### src/rtl/bank_act_tracker.sv
module bank_act_tracker #(
  parameter int NUM_BANKS      = 32,
  parameter int BANKS_PER_HALF = 16,
  parameter int ROW_W          = 9,
  parameter int DEV_W          = 5
) (
  input  logic                       clk,
  input  logic                       rst_n,
  input  logic [DEV_W-1:0]           dev_id,
  input  logic                       row_valid,
  input  logic                       row_op,
  input  logic [DEV_W-1:0]           row_dev,
  input  logic [$clog2(NUM_BANKS)-1:0] row_bank,
  input  logic [ROW_W-1:0]           row_addr,
  input  logic                       col_autopre,
  input  logic                       col_xpre,
  input  logic [DEV_W-1:0]           col_dev,
  input  logic [$clog2(NUM_BANKS)-1:0] col_bank,
  output logic [NUM_BANKS-1:0]       bank_open,
  output logic [NUM_BANKS*ROW_W-1:0] open_rows,
  output logic                       conflict
);
  localparam int BANK_W = $clog2(NUM_BANKS);

  logic [ROW_W-1:0]     rows_q [NUM_BANKS];
  logic [NUM_BANKS-1:0] open_q;
  logic [NUM_BANKS-1:0] share_up;
  logic [NUM_BANKS-1:0] nbr_open;
  logic [NUM_BANKS-1:0] close_mask;

  wire row_hit = row_valid && (row_dev == dev_id);
  wire col_hit = (col_autopre || col_xpre) && (col_dev == dev_id);
  wire act_req = row_hit && row_op;
  wire blocked = open_q[row_bank] || nbr_open[row_bank];
  wire act_ok  = act_req && !blocked;

  for (genvar i = 0; i < NUM_BANKS; i++) begin : g_bank
    if (i < NUM_BANKS - 1) begin : g_up
      assign share_up[i] = (i % BANKS_PER_HALF) != (BANKS_PER_HALF - 1);
    end else begin : g_last
      assign share_up[i] = 1'b0;
    end

    if (i == 0) begin : g_first
      assign nbr_open[i] = share_up[i] && open_q[i+1];
    end else if (i == NUM_BANKS - 1) begin : g_end
      assign nbr_open[i] = share_up[i-1] && open_q[i-1];
    end else begin : g_mid
      assign nbr_open[i] = (share_up[i-1] && open_q[i-1]) || (share_up[i] && open_q[i+1]);
    end

    assign close_mask[i] = (row_hit && !row_op && row_bank == BANK_W'(i)) ||
                           (col_hit && col_bank == BANK_W'(i));
    assign open_rows[i*ROW_W +: ROW_W] = rows_q[i];

    always_ff @(posedge clk or negedge rst_n) begin
      if (!rst_n) begin
        open_q[i] <= 1'b0;
        rows_q[i] <= '0;
      end else if (act_ok && row_bank == BANK_W'(i)) begin
        open_q[i] <= 1'b1;
        rows_q[i] <= row_addr;
      end else if (close_mask[i]) begin
        open_q[i] <= 1'b0;
        rows_q[i] <= '0;
      end
    end
  end

  always_ff @(posedge clk or negedge rst_n) begin
    if (!rst_n) conflict <= 1'b0;
    else if (act_req && blocked) conflict <= 1'b1;
  end

  assign bank_open = open_q;

  assert_no_shared_open_R3: assert property (@(posedge clk) disable iff (!rst_n)
    ((open_q & (open_q >> 1) & share_up) == '0));

  assert_act_opens_R2: assert property (@(posedge clk) disable iff (!rst_n)
    act_ok |=> (open_q[$past(row_bank)] && rows_q[$past(row_bank)] == $past(row_addr)));

  assert_refused_keeps_state_R4: assert property (@(posedge clk) disable iff (!rst_n)
    (act_req && blocked && !col_hit) |=> ($stable(open_q) && conflict));

  assert_conflict_sticky_R9: assert property (@(posedge clk) disable iff (!rst_n)
    conflict |=> conflict);

  assert_foreign_ignored_R8: assert property (@(posedge clk) disable iff (!rst_n)
    (!row_hit && !col_hit) |=> ($stable(open_q) && $stable(open_rows)));

  assert_col_pre_closes_R6: assert property (@(posedge clk) disable iff (!rst_n)
    (col_hit && !(act_ok && row_bank == col_bank)) |=> !open_q[$past(col_bank)]);
endmodule

### config.mk
export PLATFORM = sky130hd
export DESIGN_NAME = bank_act_tracker
export DESIGN_NICKNAME = d
export VERILOG_FILES = /design/src/rtl/bank_act_tracker.sv
export SDC_FILE = /design/constraint.sdc
export NUM_CORES = 1
export LEC_CHECK = 0
export ABC_CLOCK_PERIOD_IN_PS = 2800
export BUFFER_PORTS_ARGS = -buffer_cell sky130_fd_sc_hd__buf_2
export CORE_ASPECT_RATIO = 0.5
export CORE_MARGIN = 2
export CORE_UTILIZATION = 55
export CTS_BUF_LIST = sky130_fd_sc_hd__clkbuf_8
export CTS_CLUSTER_SIZE = 40
export DETAILED_ROUTE_END_ITERATION = 8
export GPL_ROUTABILITY_DRIVEN = 1
export GPL_TIMING_DRIVEN = 0
export PLACE_DENSITY = 0.92
export SLEW_MARGIN = 20
export SYNTH_ARGS = -nofsm -noshare
export SYNTH_HDL_FRONTEND = slang
export SYNTH_SLANG_ARGS = --single-unit
### constraint.sdc
create_clock -name clk -period 2.8 [get_ports clk]
set_input_delay 0.42 -clock clk [delete_from_list [all_inputs] [get_ports clk]]
set_output_delay 0.42 -clock clk [all_outputs]
set_load 0.01 [all_outputs]
# Word-level counts from Yosys, hierarchy flattened
# Index checks and enable logic that the tools add are counted.
[word_totals]
ff_bits = 321
output_inout_bits = 321
[classes]
n_lt_le_gt_ge = 1
muxes = 132
n_eq_ne = 64
n_reduce_logical = 200
[ops]
columns = ["cell", "n"]
rows = [
  ["9-bit two-way mux", 64],
  ["5-bit equality test, second input constant", 32],
  ["1-bit logical AND", 102],
  ["5-bit by 4-bit equality test with 1-bit output, second input constant", 16],
  ["1-bit two-way mux", 66],
  ["2-bit nonzero test", 32],
  ["1-bit logical OR", 62],
  ["5-bit by 3-bit equality test with 1-bit output, second input constant", 8],
  ["5-bit by 2-bit equality test with 1-bit output, second input constant", 4],
  ["1-bit binary-select mux with 5-bit select", 2],
  ["5-bit by 1-bit equality test with 1-bit output, second input constant", 2],
  ["5-bit equality test", 2],
  ["5-bit logical NOT", 2],
  ["5-bit by 6-bit < comparator with 1-bit output, second input constant", 1],
  ["1-bit logical NOT", 2],
]

# Longest topological paths before layout
[logic_depth]
word_depth = 8
mapped_depth = 11
mapped_depth_nobuf = 7

# Least setup slack after synthesis
# No wires, ideal clock.
[synth_path]
path_kind = "input to register"
start = "in row_bank[1]"
end = "reg rows_q, in the netlist open_rows[144]"
path_slack_ns = 0.495
arrival_ns = 2.168
stages = 10
setup_time_ns = 0.137
cell_sequence = "buf_2 buf_6 mux4_2 a2111oi_0 nor2_1 o22ai_4 buf_6 nand4_1 buf_2 mux2i_1"
[synth_via]
elab_chain_cells = 7
elab_cells_between_ends = 13
cone_classes = "eq/ne (1); mux (5); reduce/logical (7)"
[synth_lines]
columns = ["element", "line", "rtl"]
rows = [
  ["from (decl)", "13", "input logic [$clog2(NUM_BANKS)-1:0] row_bank,"],
  ["1-bit binary-select mux with 5-bit select", "34", "wire blocked = open_q[row_bank] || nbr_open[row_bank];"],
  ["1-bit two-way mux (not written as such)", "34", ""],
  ["1-bit logical OR", "34", ""],
  ["1-bit logical NOT", "35", "wire act_ok = act_req && !blocked;"],
  ["1-bit logical AND", "35", ""],
  ["1-bit logical AND", "60", "end else if (act_ok && row_bank == BANK_W'(i)) begin"],
  ["9-bit two-way mux or 2-bit nonzero test (tied branches)", "n/a", ""],
  ["to (signal, indexed assignment)", "62", "rows_q[i] <= row_addr;"],
  ["to (decl)", "25", "logic [ROW_W-1:0] rows_q [NUM_BANKS];"],
]
# Parallel ways exist; a longest one is shown, timed or not. The select of a mux whose other input is x is not followed.
# A chain may end at the register's enable or synchronous reset.

# Worst setup path after layout
[layout_path]
start = "reg open_q[4], in the netlist bank_open[4]"
end = "reg rows_q, in the netlist open_rows[180]"
[layout_via]
elab_chain_cells = 8
elab_cells_between_ends = 12
cone_classes = "mux (5); reduce/logical (7)"
[layout_lines]
columns = ["element", "line", "rtl"]
rows = [
  ["from (decl)", "26", "logic [NUM_BANKS-1:0] open_q;"],
  ["from (signal, indexed assignment)", "58", "open_q[i] <= 1'b0;"],
  ["from (signal, indexed assignment)", "61", "open_q[i] <= 1'b1;"],
  ["from (signal, indexed assignment)", "64", "open_q[i] <= 1'b0;"],
  ["1-bit logical OR", "49", "assign nbr_open[i] = (share_up[i-1] && open_q[i-1]) || (share_up[i] && open_q[i+1]);"],
  ["1-bit binary-select mux with 5-bit select", "34", ""],
  ["1-bit two-way mux (not written as such)", "34", ""],
  ["1-bit logical OR *", "34", ""],
  ["1-bit logical NOT *", "35", ""],
  ["1-bit logical AND *", "35", ""],
  ["1-bit logical AND *", "60", ""],
  ["9-bit two-way mux or 2-bit nonzero test (tied branches)", "n/a", ""],
]
# Every way passes the cells marked *; elsewhere a longest branch is shown, timed or not. The select of a mux whose other input is x is not followed.

==> flow_metrics.py <==
metrics = {
    "timing": {
        "slew_headroom_pct": 15.65,
        "max_freq_ghz": 0.3659,
        "drv_slew": 0,
        "worstMarginPinSlew_ns": 1.265,
        "fin_hold_ws_ns": 0.1734,
        "period_minus_slack_ns": 2.733,
        "finalHoldViolCount": 0,
        "fin_crit_sh_pct": 97.61,
        "rsz0062_at_grt": "no",
        "finalSetupViolCount": 0,
        "finClkSkew_ns": 0.03308,
    },
    "clocking": {
        "cts-htree-levels": 2,
        "cts_tree": "built",
        "cts_buffer_depth": 3,
        "clk_latency_ns": 0.59,
        "clock-sinks": 321,
        "cts_root_buf": "clkbuf_8",
        "clk_pin_slew_worst_paths_ns": 0.08,
        "cts_made_buffers": 43,
        "cts_setup_buffers": 0,
    },
    "yosys": {
        "synthTopCellsByCount": "359 x nand2_1, 321 x dfrtp_1, 289 x mux2i_1",
        "syn_nets": 1290,
        "synth_area_sq_um": 14010,
        "synth_compound_area_share_pct": 3.437,
        "synth_top_family_by_area": "multiplexers",
        "synth_top_area_share_pct": 57.32,
        "ys.flop_type": "dfrtp_1",
        "synthArstFlopShare_pct": 100.0,
        "yosysWarnings": 0,
        "ys_types": 46,
        "synth_area_leader_cell": "dfrtp_1",
        "avgSynthCellArea_sq_um": 11.21,
        "synth-xor-area-share_pct": 0.6249,
        "synth.area.mux_share_pct": 21.12,
        "synthAdderAreaFrac_pct": 0,
        "synthTopCellsByArea": "dfrtp_1 57%, mux2i_1 21%, nand2_1 9.6%",
        "synth_edf_count": 0,
        "synth_cells": 1250,
        "synth_most_common_cell": "nand2_1",
        "synth-seq-cells": 321,
        "synthSimpleGateAreaFrac_pct": 14.19,
        "yosysSeqAreaShare_pct": 57.32,
    },
    "power_and_ir_drop": {
        "power_density_nw_per_um2": 510.3,
        "power.leakage_nw": 10.96,
        "power_mw": 8.796,
        "peakVddDrop_mv": 0.3355,
    },
    "worst_setup_path": {
        "worstPathBufferInverterCount": 2,
        "critical_path_required_ns": 3.20,
        "critPathKind": "flop to flop",
        "start_kind": "flop",
        "crit_arrival_ns": 3.14,
        "crit_path_max_incr_delay_ns": 0.49,
        "endpoint_kind": "flop",
        "cp_max_fo": 10,
        "crit_family": "compound AO/OA/AOI/OAI gates",
        "cp_slowest_cell": "mux4_2",
        "path_cells": "mux4_2 -> a2111oi_1 -> nor2_1 -> o22ai_4 -> buf_6 -> nand4_1 -> buf_4 -> mux2i_1",
    },
    "global_route": {
        "grt_pass1_wl_um": 67300,
        "gr-total-overflow": 0,
        "groute.usage.overall_pct": 32.97,
        "grt_max_degree": 103,
        "grt_pass1_vias": 11805,
        "antenna_found_initial": 2,
    },
    "routing": {
        "postRouteAntennaNets": 0,
        "drtIter0Drc": 1432,
        "vias": 12046,
        "first_pass_iters": 6,
        "drcViolationCount": 0,
        "viasPerCell": 5.905,
        "wl_um": 45200,
        "detail_route.wl_per_cell_um": 22.16,
    },
    "floorplan": {
        "die_y_um": 116.9,
        "die-width_um": 229.8,
        "num_io_pins": 361,
        "core_sq_um": 25140,
        "start_util_pct": 55.75,
        "rows": 41,
        "dieArea_sq_um": 26850,
    },
    "place": {
        "gp_congestion": 0.9675,
        "place_hpwl_um": 32020,
        "numPortBuffers": 358,
    },
    "cells_and_area": {
        "nNetsFinal": 1703,
        "drive_gt1_share_pct": 28.39,
        "area_growth_syn_to_layout_pct": 22.98,
    },
    "status": {
        "status": "complete, no violations",
    },
    "worst_hold_path": {
        "worstHoldPathType": "primary input to flop",
    },
    "job": {
        "cap_violations": 0,
    },
}
==> through the flow <==
stage	std cells	util (%)	cell area, sq um	worst slack (ns)	TNS [ns]
CTS	2032	68.36	17180	0.07649	0
global placement	1952	64.59	16240	-4.601	-1507.54
finish	2040	68.57	17240	0.06700	0
detailed placement	1955	64.96	16330	-0.2391	-37.86
global route	2040	68.57	17240	0.001793	0
floorplan	1250	-	14010	0.4950	0
==> metal layers <==
metal	global-route usage [%]	vias to the layer above	wire [um]
met5	0	-	0
met4	17.76	0	2413
met3	6.831	178	3693
met2	52.53	714	20860
met1	43.56	6061	18240
li1	-	5093	-
==> final timing paths <==
check,cells after the start,end,from,slack [ns]
min in group asynchronous,2,open_rows[49]$_DFFE_PN0P_,rst_n,0.33
max in group asynchronous,4,open_rows[119]$_DFFE_PN0P_,rst_n,1.26
hold / removal,3,open_rows[28]$_DFFE_PN0P_,row_addr[1],0.17
setup / recovery,8,open_rows[180]$_DFFE_PN0P_,bank_open[4]$_DFFE_PN0P_,0.07
setup reg to reg,8,open_rows[180]$_DFFE_PN0P_,bank_open[4]$_DFFE_PN0P_,0.07
hold reg to reg,1,conflict$_DFFE_PN0P_,conflict$_DFFE_PN0P_,0.49
==> cell type report <==
class                      count  area [sq um]
tap                          344         430.4
fill                        1865          7901
antenna                        2         5.005
buffer                        85         407.9
inverter                      15         56.30
clock buffer                  51         701.9
timing repair buffer         368          1939
sequential                   321          8033
clock inverter                25         142.6
multi-input combinational    829          5519
==> sequential cells by signal (all words and copies together) (netlist names) <==
signal     count
conflict       1
open_rows    288
bank_open     32
==> placed cells by master, fill, tap and decap left out, types with 2 or more instances in the layout <==
cell type	instances
clkbuf_1	39
buf_6	4
and3b_1	2
dfrtp_1	321
nor4_1	3
xnor2_1	2
nand3b_1	2
nor3_1	18
buf_4	7
and3_1	2
nand4b_1	16
o22ai_1	2
buf_1	5
clkbuf_4	4
nand2b_1	6
o31ai_1	2
mux4_2	3
a21oi_1	6
buf_2	389
diode_2	2
buf_16	3
nor3_2	4
xor2_1	8
a211oi_1	4
a22oi_1	32
nand4_1	17
clkbuf_8	51
nor3b_1	4
clkinvlp_4	3
nand2_1	359
o21ai_0	2
mux2i_1	289
a2111oi_0	2
nor2b_1	3
o211ai_1	2
clkinv_2	9
a311oi_1	2
nor2_1	23
inv_1	27
==> report_power, final <==
group | internal [mW] | switching, mW
sequential | 4.67 | 0.0289
clock | 1.76 | 1.80
combinational | 0.153 | 0.384
==> worst reg2reg max path, stage by stage, from the launching register on <==
cell       delay (ns)
dfrtp_1          0.46
mux4_2           0.49
a2111oi_1        0.33
nor2_1           0.15
o22ai_4          0.30
buf_6            0.21
nand4_1          0.19
buf_4            0.28
mux2i_1          0.14
==> kinds of logic after synthesis <==
family / Yosys count
xor+xnor: 10
mux: 292
compound gates: 64
flops: 321
buf+inv: 100
simple gates: 463
==> timing repair <==
item                                    CTS  global route
gates resized for setup                   0             1
hold buffers                              1             0
hold endpoints to repair                 39             0
endpoints found under the setup margin    0           158
No activity file was read; power rests on OpenSTA's default activity.
